[config.mk]
export PLATFORM = sky130hd
export DESIGN_NAME = i2c_reg_bridge
export DESIGN_NICKNAME = d
export VERILOG_FILES = /design/src/rtl/i2c_bridge_pkg.sv /design/src/rtl/i2c_line_cond.sv /design/src/rtl/i2c_target_fsm.sv /design/src/rtl/cmd_decode.sv /design/src/rtl/reg_bus_master.sv /design/src/rtl/i2c_reg_bridge.sv
export SDC_FILE = /design/constraint.sdc
export NUM_CORES = 1
export LEC_CHECK = 0
export ABC_AREA = 1
export CORE_ASPECT_RATIO = 1.75
export CORE_MARGIN = 2
export CORE_UTILIZATION = 41
export CTS_CLUSTER_DIAMETER = 100
export DETAILED_ROUTE_END_ITERATION = 10
export GPL_TIMING_DRIVEN = 0
export SETUP_SLACK_MARGIN = 0.2
export SYNTH_ARGS = -nofsm -noshare
export SYNTH_HDL_FRONTEND = slang
export SYNTH_SLANG_ARGS = --single-unit
[constraint.sdc]
create_clock -name clk_i -period 4.01 [get_ports clk_i]
set_input_delay 0.802 -clock clk_i [delete_from_list [all_inputs] [get_ports clk_i]]
set_output_delay 0.802 -clock clk_i [all_outputs]
set_load 0.01 [all_outputs]
[src/rtl/i2c_bridge_pkg.sv]
package i2c_bridge_pkg;
  localparam int CMD_W  = 32;
  localparam int IDX_W  = 10;
  localparam int BE_W   = 4;
  localparam int PORT_W = 5;
  localparam int STN_W  = 2;
  localparam int MODE_W = 2;
  localparam int OP_W   = 3;

  localparam logic [OP_W-1:0] OP_WR = 3'd3;
  localparam logic [OP_W-1:0] OP_RD = 3'd4;

  typedef struct packed {
    logic [OP_W-1:0]   op;
    logic [BE_W-1:0]   be;
    logic [IDX_W-1:0]  idx;
    logic [PORT_W-1:0] port;
    logic [STN_W-1:0]  stn;
    logic [MODE_W-1:0] mode;
  } cmd_fields_t;

  typedef enum logic [2:0] {
    ST_IDLE, ST_ADDR, ST_ACK_A, ST_RX, ST_ACK_R, ST_TX, ST_ACK_M, ST_IGNORE
  } tgt_state_e;
endpackage

[src/rtl/i2c_line_cond.sv]
module i2c_line_cond (
  input  logic clk_i,
  input  logic rst_ni,
  input  logic scl_i,
  input  logic sda_i,
  output logic scl_s_o,
  output logic sda_s_o,
  output logic scl_rise_o,
  output logic scl_fall_o,
  output logic start_o,
  output logic stop_o
);
  logic [1:0] scl_sync_q, sda_sync_q;
  logic       scl_prev_q, sda_prev_q;

  always_ff @(posedge clk_i or negedge rst_ni) begin
    if (!rst_ni) begin
      scl_sync_q <= 2'b11;
      sda_sync_q <= 2'b11;
      scl_prev_q <= 1'b1;
      sda_prev_q <= 1'b1;
    end else begin
      scl_sync_q <= {scl_sync_q[0], scl_i};
      sda_sync_q <= {sda_sync_q[0], sda_i};
      scl_prev_q <= scl_sync_q[1];
      sda_prev_q <= sda_sync_q[1];
    end
  end

  assign scl_s_o    = scl_sync_q[1];
  assign sda_s_o    = sda_sync_q[1];
  assign scl_rise_o = !scl_prev_q && scl_s_o;
  assign scl_fall_o = scl_prev_q && !scl_s_o;
  // SDA moving while SCL stays high marks a frame boundary
  assign start_o    = scl_prev_q && scl_s_o && sda_prev_q && !sda_s_o;
  assign stop_o     = scl_prev_q && scl_s_o && !sda_prev_q && sda_s_o;
endmodule

[src/rtl/i2c_target_fsm.sv]
module i2c_target_fsm import i2c_bridge_pkg::*; #(
  parameter logic [6:0] TARGET_ADDR = 7'h2A
) (
  input  logic        clk_i,
  input  logic        rst_ni,
  input  logic        scl_s_i,
  input  logic        sda_s_i,
  input  logic        scl_rise_i,
  input  logic        scl_fall_i,
  input  logic        start_i,
  input  logic        stop_i,
  input  logic [31:0] tx_word_i,
  output logic        sda_oe_o,
  output logic        rx_valid_o,
  output logic [7:0]  rx_byte_o
);
  localparam int TX_BYTES = 4;

  tgt_state_e  st_q;
  logic [3:0]  bit_cnt_q;
  logic [7:0]  sh_q;
  logic [31:0] tx_q;
  logic        rw_q, mack_q, oe_q, rx_valid_q;
  logic [2:0]  nbyte_q;

  always_ff @(posedge clk_i or negedge rst_ni) begin
    if (!rst_ni) begin
      st_q       <= ST_IDLE;
      bit_cnt_q  <= '0;
      sh_q       <= '0;
      tx_q       <= '0;
      rw_q       <= 1'b0;
      mack_q     <= 1'b0;
      oe_q       <= 1'b0;
      rx_valid_q <= 1'b0;
      nbyte_q    <= '0;
    end else begin
      rx_valid_q <= 1'b0;
      if (start_i) begin
        st_q      <= ST_ADDR;
        bit_cnt_q <= '0;
        oe_q      <= 1'b0;
      end else if (stop_i) begin
        st_q <= ST_IDLE;
        oe_q <= 1'b0;
      end else begin
        unique case (st_q)
          ST_ADDR, ST_RX: begin
            if (scl_rise_i) begin
              sh_q      <= {sh_q[6:0], sda_s_i};
              bit_cnt_q <= bit_cnt_q + 4'd1;
            end else if (scl_fall_i && bit_cnt_q == 4'd8) begin
              if (st_q == ST_RX) begin
                rx_valid_q <= 1'b1;
                oe_q       <= 1'b1;
                st_q       <= ST_ACK_R;
              end else if (sh_q[7:1] == TARGET_ADDR) begin
                oe_q <= 1'b1;
                rw_q <= sh_q[0];
                st_q <= ST_ACK_A;
              end else begin
                st_q <= ST_IGNORE;
              end
            end
          end
          ST_ACK_A: if (scl_fall_i) begin
            bit_cnt_q <= '0;
            nbyte_q   <= '0;
            if (rw_q) begin
              tx_q <= tx_word_i;
              oe_q <= !tx_word_i[31];
              st_q <= ST_TX;
            end else begin
              oe_q <= 1'b0;
              st_q <= ST_RX;
            end
          end
          ST_ACK_R: if (scl_fall_i) begin
            oe_q      <= 1'b0;
            bit_cnt_q <= '0;
            st_q      <= ST_RX;
          end
          ST_TX: begin
            if (scl_rise_i) begin
              bit_cnt_q <= bit_cnt_q + 4'd1;
            end else if (scl_fall_i) begin
              if (bit_cnt_q == 4'd8) begin
                oe_q <= 1'b0;
                st_q <= ST_ACK_M;
              end else begin
                tx_q <= tx_q << 1;
                oe_q <= !tx_q[30];
              end
            end
          end
          ST_ACK_M: begin
            if (scl_rise_i) begin
              mack_q  <= !sda_s_i;
              nbyte_q <= nbyte_q + 3'd1;
            end else if (scl_fall_i) begin
              if (mack_q && nbyte_q < 3'(TX_BYTES)) begin
                tx_q      <= tx_q << 1;
                oe_q      <= !tx_q[30];
                bit_cnt_q <= '0;
                st_q      <= ST_TX;
              end else begin
                st_q <= ST_IGNORE;
              end
            end
          end
          default: ;
        endcase
      end
    end
  end

  assign sda_oe_o   = oe_q;
  assign rx_valid_o = rx_valid_q;
  assign rx_byte_o  = sh_q;

  // SDA is only ever pulled low while SCL is low
  p_drive_on_low_r5: assert property (@(posedge clk_i) disable iff (!rst_ni)
    $rose(oe_q) |-> !scl_s_i);
endmodule

[src/rtl/cmd_decode.sv]
module cmd_decode import i2c_bridge_pkg::*; #(
  parameter bit LAYOUT_B = 1'b0
) (
  input  logic [CMD_W-1:0] cmd_i,
  output cmd_fields_t      fields_o
);
  logic unused_bits;

  always_comb begin
    fields_o.op  = cmd_i[26:24];
    fields_o.be  = cmd_i[13:10];
    fields_o.idx = cmd_i[IDX_W-1:0];
  end

  generate
    if (LAYOUT_B) begin : g_layout_b
      always_comb begin
        fields_o.mode = cmd_i[21:20];
        fields_o.stn  = cmd_i[19:18];
        fields_o.port = {2'b00, cmd_i[17:15]};
      end
      assign unused_bits = ^{cmd_i[31:27], cmd_i[23:22], cmd_i[14]};
    end else begin : g_layout_a
      always_comb begin
        fields_o.mode = '0;
        fields_o.stn  = '0;
        fields_o.port = cmd_i[19:15];
      end
      assign unused_bits = ^{cmd_i[31:27], cmd_i[23:20], cmd_i[14]};
    end
  endgenerate
endmodule

[src/rtl/reg_bus_master.sv]
module reg_bus_master import i2c_bridge_pkg::*; (
  input  logic              clk_i,
  input  logic              rst_ni,
  input  logic              issue_rd_i,
  input  logic              issue_wr_i,
  input  logic              fill_ones_i,
  input  cmd_fields_t       fields_i,
  input  logic [31:0]       wdata_i,
  input  logic              ack_i,
  input  logic [31:0]       rdata_i,
  output logic              req_o,
  output logic              we_o,
  output logic [PORT_W-1:0] port_o,
  output logic [STN_W-1:0]  stn_o,
  output logic [MODE_W-1:0] mode_o,
  output logic [IDX_W-1:0]  idx_o,
  output logic [BE_W-1:0]   be_o,
  output logic [31:0]       wdata_o,
  output logic [31:0]       rdata_o
);
  always_ff @(posedge clk_i or negedge rst_ni) begin
    if (!rst_ni) begin
      req_o   <= 1'b0;
      we_o    <= 1'b0;
      port_o  <= '0;
      stn_o   <= '0;
      mode_o  <= '0;
      idx_o   <= '0;
      be_o    <= '0;
      wdata_o <= '0;
      rdata_o <= '1;
    end else if (req_o) begin
      if (ack_i) begin
        req_o <= 1'b0;
        if (!we_o) rdata_o <= rdata_i;
      end
    end else begin
      if (fill_ones_i) rdata_o <= '1;
      if (issue_rd_i || issue_wr_i) begin
        req_o   <= 1'b1;
        we_o    <= issue_wr_i;
        port_o  <= fields_i.port;
        stn_o   <= fields_i.stn;
        mode_o  <= fields_i.mode;
        idx_o   <= fields_i.idx;
        be_o    <= fields_i.be;
        wdata_o <= wdata_i;
      end
    end
  end

  p_req_hold_r8: assert property (@(posedge clk_i) disable iff (!rst_ni)
    (req_o && !ack_i) |=> (req_o && $stable({we_o, port_o, stn_o, mode_o, idx_o, be_o, wdata_o})));

  p_req_drop_r8: assert property (@(posedge clk_i) disable iff (!rst_ni)
    (req_o && ack_i) |=> !req_o);
endmodule

[src/rtl/i2c_reg_bridge.sv]
module i2c_reg_bridge import i2c_bridge_pkg::*; #(
  parameter logic [6:0] TARGET_ADDR = 7'h2A,
  parameter bit         LAYOUT_B    = 1'b0
) (
  input  logic              clk_i,
  input  logic              rst_ni,
  input  logic              scl_i,
  input  logic              sda_i,
  output logic              sda_oe_o,
  output logic              bus_req_o,
  output logic              bus_we_o,
  output logic [PORT_W-1:0] bus_port_o,
  output logic [STN_W-1:0]  bus_stn_o,
  output logic [MODE_W-1:0] bus_mode_o,
  output logic [IDX_W-1:0]  bus_idx_o,
  output logic [BE_W-1:0]   bus_be_o,
  output logic [31:0]       bus_wdata_o,
  input  logic              bus_ack_i,
  input  logic [31:0]       bus_rdata_i
);
  localparam int          CMD_BYTES = CMD_W / 8;
  localparam int          WR_BYTES  = CMD_BYTES + 4;
  localparam logic [3:0]  CNT_SAT   = 4'(WR_BYTES + 1);

  logic        scl_s, sda_s, scl_rise, scl_fall, start_w, stop_w;
  logic        rx_valid;
  logic [7:0]  rx_byte;
  logic [31:0] rdata_q;
  logic [3:0]  rx_cnt_q;
  logic [31:0] cmd_q, wdata_q;
  logic        cmd_done_q;
  logic        issue_rd, issue_wr, fill_ones;
  cmd_fields_t fields;

  i2c_line_cond u_cond (
    .clk_i, .rst_ni, .scl_i, .sda_i,
    .scl_s_o(scl_s), .sda_s_o(sda_s), .scl_rise_o(scl_rise),
    .scl_fall_o(scl_fall), .start_o(start_w), .stop_o(stop_w)
  );

  i2c_target_fsm #(.TARGET_ADDR(TARGET_ADDR)) u_fsm (
    .clk_i, .rst_ni, .scl_s_i(scl_s), .sda_s_i(sda_s),
    .scl_rise_i(scl_rise), .scl_fall_i(scl_fall),
    .start_i(start_w), .stop_i(stop_w), .tx_word_i(rdata_q),
    .sda_oe_o, .rx_valid_o(rx_valid), .rx_byte_o(rx_byte)
  );

  always_ff @(posedge clk_i or negedge rst_ni) begin
    if (!rst_ni) begin
      rx_cnt_q   <= '0;
      cmd_q      <= '0;
      wdata_q    <= '0;
      cmd_done_q <= 1'b0;
    end else begin
      cmd_done_q <= rx_valid && rx_cnt_q == 4'(CMD_BYTES - 1);
      if (start_w) begin
        rx_cnt_q <= '0;
      end else if (rx_valid) begin
        if (rx_cnt_q < 4'(CMD_BYTES))     cmd_q   <= {cmd_q[23:0], rx_byte};
        else if (rx_cnt_q < 4'(WR_BYTES)) wdata_q <= {wdata_q[23:0], rx_byte};
        if (rx_cnt_q != CNT_SAT) rx_cnt_q <= rx_cnt_q + 4'd1;
      end
    end
  end

  cmd_decode #(.LAYOUT_B(LAYOUT_B)) u_dec (.cmd_i(cmd_q), .fields_o(fields));

  // write waits for a stop that closes exactly eight bytes; read starts on the command alone
  assign issue_wr  = stop_w && rx_cnt_q == 4'(WR_BYTES) && fields.op == OP_WR;
  assign issue_rd  = cmd_done_q && fields.op == OP_RD;
  assign fill_ones = cmd_done_q && fields.op != OP_RD;

  reg_bus_master u_bus (
    .clk_i, .rst_ni,
    .issue_rd_i(issue_rd), .issue_wr_i(issue_wr), .fill_ones_i(fill_ones),
    .fields_i(fields), .wdata_i(wdata_q),
    .ack_i(bus_ack_i), .rdata_i(bus_rdata_i),
    .req_o(bus_req_o), .we_o(bus_we_o), .port_o(bus_port_o),
    .stn_o(bus_stn_o), .mode_o(bus_mode_o), .idx_o(bus_idx_o),
    .be_o(bus_be_o), .wdata_o(bus_wdata_o), .rdata_o(rdata_q)
  );

  p_write_after_stop_r2: assert property (@(posedge clk_i) disable iff (!rst_ni)
    ($rose(bus_req_o) && bus_we_o) |-> $past(stop_w));

  p_read_after_cmd_r5: assert property (@(posedge clk_i) disable iff (!rst_ni)
    ($rose(bus_req_o) && !bus_we_o) |-> $past(cmd_done_q));
endmodule

==> impl_metrics.ini, run 1 <==
[synth]
synth_area_mm2 = 0.00867
seq_area_frac_synth = 0.591
syn_inst = 1000
syn_area_per_cell_um2 = 8.67
ys_ff_latch = 203
synth_edf_count = 0
async_reset_ff_frac = 1.00
yosys_warnings = 0
synth_flop_cell = dfrtp_1
yosysUniqueCellTypes = 29

[finish]
multi_input_area_mm2 = 0.00291
final_nets = 1160
diodes = 0
seqCellArea_mm2 = 0.00513
n_fill_cell = 2039
final_core_util = 0.510
drive_above_1_share = 0.0955
area_growth_pct = 22.6

[timing]
fmax_ghz = 0.401
period_minus_slack_ns = 2.49
whs_ns = 0.328
skew_ns = 0.0117
maxSlewViolCount = 0
tightest_slew_ns = 1.10
hold_viol_final = 0
fin_crit_sh = 0.622
slew_headroom = 0.261
setup_ws_ns = 1.52
rsz0062_at_grt = false
setup_viol = 0

[route]
first_iter_violations = 503
vias_per_cell = 5.03
final_antenna_net_count = 0
drcViolationCount = 0
wl_per_cell_um = 15.9
vias = 6961
wl_mm = 22.0
dr.pass1.iters = 4

[setup_path]
worstSetupEndpointType = flop
crit_path_start_kind = primary input
slowest_delay_ns = 0.81
worst_ep_required_time_ns = 4.41
cp.arrival_ns = 2.90
cp_slowest_cell = a31oi_1
cp_cell_sequence = clkdlybuf4s50_1 > nor3b_1 > a31oi_1 > clkbuf_1 > nor3_1 > a21oi_1
critPathKind = primary input to flop
worst-path-max-fanout = 10

[cts]
ctsResizeCount = 0
clockBufferDepth = 3
cts_tree = done
insertion_delay_ns = 0.49
cts_hold_buf = 0
cts_buffers = 21
cts_sinks = 203
root_buffer = clkbuf_16
cts_max_level = 1
postCtsSetupBuffers = 0
clk_pin_slew_ns = 0.07

[power]
vdd_drop_max_mv = 0.327
power_density_mw_per_mm2 = 545
p_leak_uw = 0.00509

[job]
cap_violations = 0

[global_route]
grtUsageTotal = 0.203
grt_pass1_vias = 7037
overflow = 0
antenna_found_initial = 0
grt_pass1_wl_mm = 36.5
grt_start_max_net_pins = 112

[place]
hpwl_mm = 15.8
gp_congestion = 0.883
place_ws_ns = 0.987
io_buffers = 90

[floorplan]
die-area_mm2 = 0.0224
io_pins = 95
core_mm2 = 0.0208
die_y_um = 196
die-width_um = 114
core.rowCount = 70
initial_core_util = 0.416

[outcome]
status = finished clean

[min_path]
hold_path_class = primary input to asynchronous set/reset pin
through the flow:
step / setup TNS, ns / cells / instance area (um2) / power, uW
4_1_cts: 0 / 1383 / 10600 / 5850
3_5_place_dp: 0 / 1346 / 9930 / 3860
2_1_floorplan: 0 / 1003 / 8680 / 3430
5_1_grt: 0 / 1383 / 10600 / 6170
6_report: 0 / 1383 / 10600 / 5790
3_3_place_gp: -1247.87 / 1345 / 9900 / 3830
cells by family after synthesis:
logic type               after synthesis  synth area share
XOR/XNOR                               1           0.00101
buffers and inverters                161            0.0745
AND/OR/NAND/NOR                      449             0.219
AO/OA/AOI/OAI                        179             0.105
other                                  1          0.000432
flip-flops                           203             0.591
adder cells (fa/ha/maj)                6           0.00866
worst paths after layout:
check	endpoint	slack, ns	from	cells after the start
setup reg to reg	u_bus.rdata_o[30]$_DFFE_PN1P_	1.70	u_bus.req_o$_DFF_PN0_	6
max in group asynchronous	u_bus.we_o$_DFFE_PN0P_	2.66	rst_ni	2
hold / removal	u_fsm.nbyte_q[1]$_DFFE_PN0P_	0.33	rst_ni	1
setup / recovery	u_bus.rdata_o[30]$_DFFE_PN1P_	1.52	bus_ack_i	6
min in group clk_i	u_cond.sda_sync_q[1]$_DFF_PN1_	0.36	u_cond.sda_sync_q[0]$_DFF_PN1_	0
hold reg to reg	u_cond.sda_sync_q[1]$_DFF_PN1_	0.36	u_cond.sda_sync_q[0]$_DFF_PN1_	0
where the power goes:
part / leakage, uW / internal, uW / switching [uW] / total, uW
combinational: 0.00212 / 425 / 890 / 1320
sequential: 0.00264 / 2340 / 160 / 2500
clock: 0.000334 / 1170 / 807 / 1980
per-layer routing:
layer | part of all wire | track usage | wire, um | up-vias
met5 | 0 | 0 | 0 | -
met3 | 0.035 | 0.0237 | 772 | 43
met4 | 0.033 | 0.0732 | 719 | 0
li1 | - | - | - | 3459
met2 | 0.53 | 0.372 | 11700 | 128
met1 | 0.40 | 0.242 | 8820 | 3331
cell usage after synthesis, types with 3 or more instances:
cell | number | area share
o21ai_1 | 3 | 0.0017
inv_1 | 102 | 0.044
clkbuf_1 | 29 | 0.013
nand2_1 | 261 | 0.11
buf_2 | 21 | 0.012
o21ai_0 | 95 | 0.055
dfstp_2 | 38 | 0.12
nand3_1 | 43 | 0.025
nor3_1 | 35 | 0.020
buf_4 | 4 | 0.0035
nor2_1 | 68 | 0.029
dfrtp_1 | 165 | 0.48
ha_1 | 6 | 0.0087
nand4_1 | 35 | 0.025
a21oi_1 | 73 | 0.042
inv_2 | 5 | 0.0022
area by class of cell:
class                           count  share of cell area
Buffer                             54              0.0230
Multi-Input combinational cell    639               0.274
Timing Repair Buffer               91              0.0878
Clock inverter                      9             0.00989
Tap cell                          252              0.0297
Clock buffer                       28              0.0557
Sequential cell                   203               0.482
Inverter                          107              0.0378
registers in the layout, summed over array words and instances, names as in the netlist, 5 cells and up:
register,flops
u_bus.port_o,5
u_bus.rdata_o,32
u_bus.idx_o,10
wdata_q,32
u_fsm.tx_q,31
u_fsm.rx_byte_o,8
cmd_q,22
u_bus.wdata_o,32
placed cells by master, fill, tap and decap left out, types with 3 or more instances in the layout:
cell type and n:
nand2_1 261, dfrtp_1 165, inv_1 102, o21ai_0 95
clkdlybuf4s50_1 89, a21oi_1 73, nor2_1 68, nand3_1 43
dfstp_2 38, nor3_1 35, nand4_1 35, clkbuf_1 32
buf_2 21, clkbuf_16 21, ha_1 6, inv_2 5
buf_4 4, conb_1 4, clkbuf_8 4, o21ai_1 3
clkinvlp_4 3
worst max-delay path, delay by kind of cell:
kind | cells | cell delay, ns
buffers and inverters | 2 | 0.88
AO/OA/AOI/OAI | 2 | 0.98
AND/OR/NAND/NOR | 2 | 0.23
(Power assumes the default switching activity.)
==> run 2, diff against run 1 <==
==> constraint.sdc (replaced) <==
create_clock -name clk_i -period 2.3 [get_ports clk_i]
set_input_delay 0.46 -clock clk_i [delete_from_list [all_inputs] [get_ports clk_i]]
set_output_delay 0.46 -clock clk_i [all_outputs]
set_load 0.01 [all_outputs]
==> run 2 against run 1 <==
The flow now finishes with violations (hold timing). Final area up 1.1%. Die area unchanged. Sequential share of layout area is 0.51 points lower. Routed wire length rose by 0.72%. Combinational power rose by 77%. Global-route usage hardly changed. Clock power grew 74%. Final cell count up 0.51%. Critical path depth is 5 lower. Critical path type is now flop to primary output. Critical endpoint is now bus_wdata_o[25].
==> impl_metrics.ini, run 2 (synthesis results as in run 1) <==
[timing]
fin_tns_setup_ns = 0
maxSlewViolCount = 0
period_minus_slack_ns = 1.92
setup_viol = 0
hold_viol_final = 1
rsz0062_at_grt = false
whs_ns = -0.00959
setup_ws_ns = 0.375
fin_crit_sh = 0.837
skew_ns = 0.0156
tightest_slew_ns = 0.731
fmax_ghz = 0.520
slew_headroom = 0.513

[power]
vdd_drop_max_mv = 0.569
p_leak_uw = 0.00514
power_density_mw_per_mm2 = 944
total_power_uw = 10100

[setup_path]
crit_path_start_kind = flop
path_delay_family = buffers and inverters
cp_slowest_cell = clkdlybuf4s50_1
r2r-start = u_fsm.st_q[1]$_DFFE_PN0P_
cp.arrival_ns = 1.46
path_depth = 1
worst_ep_required_time_ns = 1.84
rr_worst_depth = 10
critPathBufInv = 1
worstSetupEndpointType = primary output
reg2reg_slack_ns = 0.40
cp_cell_sequence = clkdlybuf4s50_1
reg2reg_to = u_fsm.tx_q[18]$_DFFE_PN0P_
worst-path-max-fanout = 2
slowest_delay_ns = 0.56
critPathKind = flop to primary output

[outcome]
status = complete, but fails checks
violations = hold timing

[place]
gp_congestion = 0.883
hpwl_mm = 15.8
dpl_cell_area_mm2 = 0.00993
place_ws_ns = -0.381
io_buffers = 90

[cts]
cts_buffers = 21
cts_max_level = 1
root_buffer = clkbuf_16
cts_sinks = 203
insertion_delay_ns = 0.49
clk_pin_slew_ns = 0.06
cts_tree = done
clockBufferDepth = 3

[finish]
largestRegisters = u_bus.rdata_o: 32 flops, u_bus.wdata_o: 32 flops, wdata_q: 32 flops
final_area_mm2 = 0.0107
final_common_cell = nand2_1
final_nets = 1167
final_cell_mix = nand2_1, dfrtp_1, inv_1
diodes = 0
drive_above_1_share = 0.111
area_growth_pct = 23.9

[route]
drcViolationCount = 0
first_iter_violations = 485
vias = 6984
final_antenna_net_count = 0
dr.pass1.iters = 4
vias_per_cell = 5.02
wl_mm = 22.2
wl_per_cell_um = 16.0

[global_route]
grt_pass1_wl_mm = 36.6
grtUsageMet3 = 0.0237
grt_use_met2 = 0.373
grt_start_max_net_pins = 112
antenna_found_initial = 0
global_route.peak_usage_layer = met2
overflow = 0
grtUsageTotal = 0.203
use_met1 = 0.242
grt_pass1_vias = 7059

[floorplan]
io_pins = 95
initial_core_util = 0.416
die-width_um = 114
die_y_um = 196
die-area_mm2 = 0.0224
core.rowCount = 70
core_mm2 = 0.0208

[min_path]
hold_path_class = primary input to asynchronous set/reset pin

[job]
cap_violations = 0
[run 2: cell type report]
type / count / area [um2]
Fill cell: 2034 / 10100
Sequential cell: 203 / 5130
Multi-Input combinational cell: 639 / 2970
Timing Repair Buffer: 98 / 986
Clock buffer: 28 / 592
Inverter: 107 / 402
Tap cell: 252 / 315
Buffer: 54 / 248
Clock inverter: 9 / 105
[run 2: report_power, final]
group / internal [uW] / switching (uW) / total (uW)
Combinational: 759 / 1570 / 2330
Clock: 2040 / 1410 / 3450
Sequential: 4080 / 279 / 4360
[run 2: worst max path at each step]
stage                                        start                             end
CTS                 u_cond.scl_sync_q[1]$_DFF_PN1_  u_fsm.bit_cnt_q[3]$_DFFE_PN0P_
finish               u_bus.wdata_o[25]$_DFFE_PN0P_                 bus_wdata_o[25]
global placement                            rst_ni   u_bus.wdata_o[18]$_DFFE_PN0P_
detailed placement                       bus_ack_i   u_bus.rdata_o[28]$_DFFE_PN1P_
global route               rx_cnt_q[0]$_DFFE_PN0P_       u_bus.be_o[2]$_DFFE_PN0P_
floorplan              u_cond.scl_prev_q$_DFF_PN1_      u_fsm.tx_q[10]$_DFFE_PN0P_
[run 2: routing by layer]
metal  part of all wire  wire (um)
met5                  0          0
met4              0.032        699
met3              0.033        732
met2               0.53      11800
met1               0.40       8980
[run 2: what timing repair did]
action | CTS | global route
pin swaps | 1 | 3
setup buffers | 2 | 5
resized for setup | 5 | 13
setup endpoints to repair | 91 | 142
hold buffers | 0 | 0
[run 2: per-stage QoR]
stage,cells,utilization
6_report,1390,0.515
5_1_grt,1390,0.515
2_1_floorplan,1003,-
4_1_cts,1385,0.512
3_5_place_dp,1346,0.476
3_3_place_gp,1345,0.475
==> run 3, diff against run 2 <==
==> constraint.sdc (replaced) <==
create_clock -name clk_i -period 1.81 [get_ports clk_i]
set_input_delay 0.362 -clock clk_i [delete_from_list [all_inputs] [get_ports clk_i]]
set_output_delay 0.362 -clock clk_i [all_outputs]
set_load 0.01 [all_outputs]
==> run 3 against run 2 <==
The flow now finishes without violations. First-iteration DRC count increased by 4.3%. Via count up 9.5%. Sequential share of layout area shrank 8.3 points. Power rose by 45%. Setup slack got worse by 0.35 ns. Core utilization is 11 points higher. Die area unchanged. Flip-flop and latch count is the same. Global-route usage up 1.1 points. Clock-buffer cell count did not move. Highest routed layer unchanged.
==> impl_metrics.ini, run 3 (synthesis results as in run 1) <==
[outcome]
status = finished clean

[route]
vias_per_cell = 5.18
first_iter_violations = 506
final_antenna_net_count = 0
wl_per_cell_um = 17.7
dr.pass1.iters = 5
drcViolationCount = 0
wl_mm = 26.1
vias = 7647

[power]
pwr-share-seq = 0.384
vdd_drop_max_mv = 0.738
clock_power_share = 0.301
p_int_uw = 9730
combPwrFrac = 0.315
p_leak_uw = 0.00630
power_density_mw_per_mm2 = 1130
switchingPower_uw = 4950
switching_share = 0.337
total_power_uw = 14700

[finish]
diodes = 0
drive_above_1_share = 0.371
final_nets = 1254
layoutNonFillerInstCount = 1477
largestRegisters = u_bus.rdata_o: 32 flops, u_bus.wdata_o: 32 flops, wdata_q: 32 flops
final_cell_mix = nand2_1, dfrtp_1, inv_1
final_area_mm2 = 0.0130
final_common_cell = nand2_1
n_fill_cell = 1712
area_growth_pct = 50.2

[global_route]
grt_start_max_net_pins = 112
grtUsageTotal = 0.214
overflow = 0
grt_pass1_wl_mm = 38.7
antenna_found_initial = 0
grt_pass1_vias = 7469

[cts]
clk_pin_slew_ns = 0.06
insertion_delay_ns = 0.49
cts_tree = done
cts_sinks = 203
cts_max_level = 1
cts_buffers = 21
clockBufferDepth = 3
root_buffer = clkbuf_16

[setup_path]
r2r-start = cmd_q[25]$_DFFE_PN0P_
reg2reg_to = u_bus.wdata_o[6]$_DFFE_PN0P_
worstSetupEndpointType = flop
cp.arrival_ns = 2.20
crit_path_start_kind = flop
critPathKind = flop to flop
worst-path-max-fanout = 8
worst_ep_required_time_ns = 2.22
reg2reg_slack_ns = 0.02
rr_worst_depth = 7

[place]
io_buffers = 90
gp_congestion = 0.883
placed_cells = 1346
dpl_cell_area_mm2 = 0.00993
hpwl_mm = 15.8

[timing]
fin_crit_sh = 0.987
setup_viol = 0
skew_ns = 0.0119
tightest_slew_ns = 0.593
hold_viol_final = 0
rsz0062_at_grt = true
fmax_ghz = 0.560
maxSlewViolCount = 0
period_minus_slack_ns = 1.79
slew_headroom = 0.605

[floorplan]
die_y_um = 196
die-area_mm2 = 0.0224
initial_core_util = 0.416
die-width_um = 114
core_mm2 = 0.0208
io_pins = 95
core.rowCount = 70

[min_path]
hold_path_class = primary input to flop
hp-start = scl_i
min_path_cells = 1
worstHoldEndpoint = u_cond.scl_sync_q[0]$_DFF_PN1_

[job]
cap_violations = 0
run 3: cell types whose count changed in the layout (fill, tap and decap cells not counted), moves of 35 or more:
cell / change
a21oi_1: -35
buf_4: +49
clkdlybuf4s50_1: -54
dlygate4sd2_1: +54
nand2_1: -91
nand2_2: +69
o21ai_0: -59
run 3: metrics by stage:
step,util,TNS (ns),hold slack (ns),worst slack (ns)
global placement,0.475,-1674.19,0.346,-8.44
finish,0.625,0,0.279,0.0233
floorplan,-,0,0.0664,0.197
CTS,0.544,0,0.271,0.0724
global route,0.625,-1.33,0.281,-0.0731
detailed placement,0.476,-69.33,0.347,-0.773
run 3: worst max path at each step:
stage | startpoint | to | depth (start not counted)
2_1_floorplan | u_cond.scl_prev_q$_DFF_PN1_ | u_fsm.tx_q[10]$_DFFE_PN0P_ | 7
6_report | cmd_q[25]$_DFFE_PN0P_ | u_bus.wdata_o[6]$_DFFE_PN0P_ | 7
3_3_place_gp | rst_ni | u_bus.wdata_o[18]$_DFFE_PN0P_ | 1
4_1_cts | rx_cnt_q[1]$_DFFE_PN0P_ | u_bus.wdata_o[10]$_DFFE_PN0P_ | 9
3_5_place_dp | bus_ack_i | u_bus.rdata_o[28]$_DFFE_PN1P_ | 6
5_1_grt | cmd_q[25]$_DFFE_PN0P_ | u_bus.port_o[3]$_DFFE_PN0P_ | 7
run 3: critical path: stages, from the launching register on:
cell and delay [ns]:
dfrtp_1 0.39, inv_1 0.09, nor3_1 0.43, nand3_4 0.22, nand2_8 0.22, clkbuf_16 0.20, nor2_2 0.03, a21oi_1 0.12
run 3: cell type report:
class                           instances  area (um2)  area share
Buffer                                 54         552      0.0424
Clock buffer                           28         592      0.0454
Clock inverter                          9         105     0.00807
Inverter                              107         427      0.0328
Multi-Input combinational cell        640        3970       0.305
Sequential cell                       203        5130       0.394
Tap cell                              252         315      0.0242
Timing Repair Buffer                  184        1930       0.148
run 3: routing by layer:
metal,part of all wire,up-vias,track usage
met5,0,-,0
met4,0.032,0,0.0637
met3,0.037,57,0.0228
met2,0.56,168,0.406
met1,0.37,3766,0.251
li1,-,3656,-
run 3: repair_timing:
| action | in CTS | in global routing |
|---|---|---|
| pin swaps | 17 | 38 |
| setup endpoints to repair | 243 | 298 |
| cloned | 3 | 16 |
| hold buffers | 1 | 0 |
| endpoints found under the hold margin | 59 | 0 |
| gates resized for setup | 204 | 381 |
| buffers inserted | 44 | 30 |
run 3: power by group through the flow:
| stage | clock, uW | sequential [uW] | combinational (uW) |
|---|---|---|---|
| finish | 4420 | 5640 | 4620 |
| global route | 4650 | 5700 | 5140 |
| CTS | 4480 | 5570 | 3980 |
| detailed placement | 0 | 5610 | 2930 |
| global placement | 0 | 5610 | 2880 |
| floorplan | 0 | 5530 | 2070 |
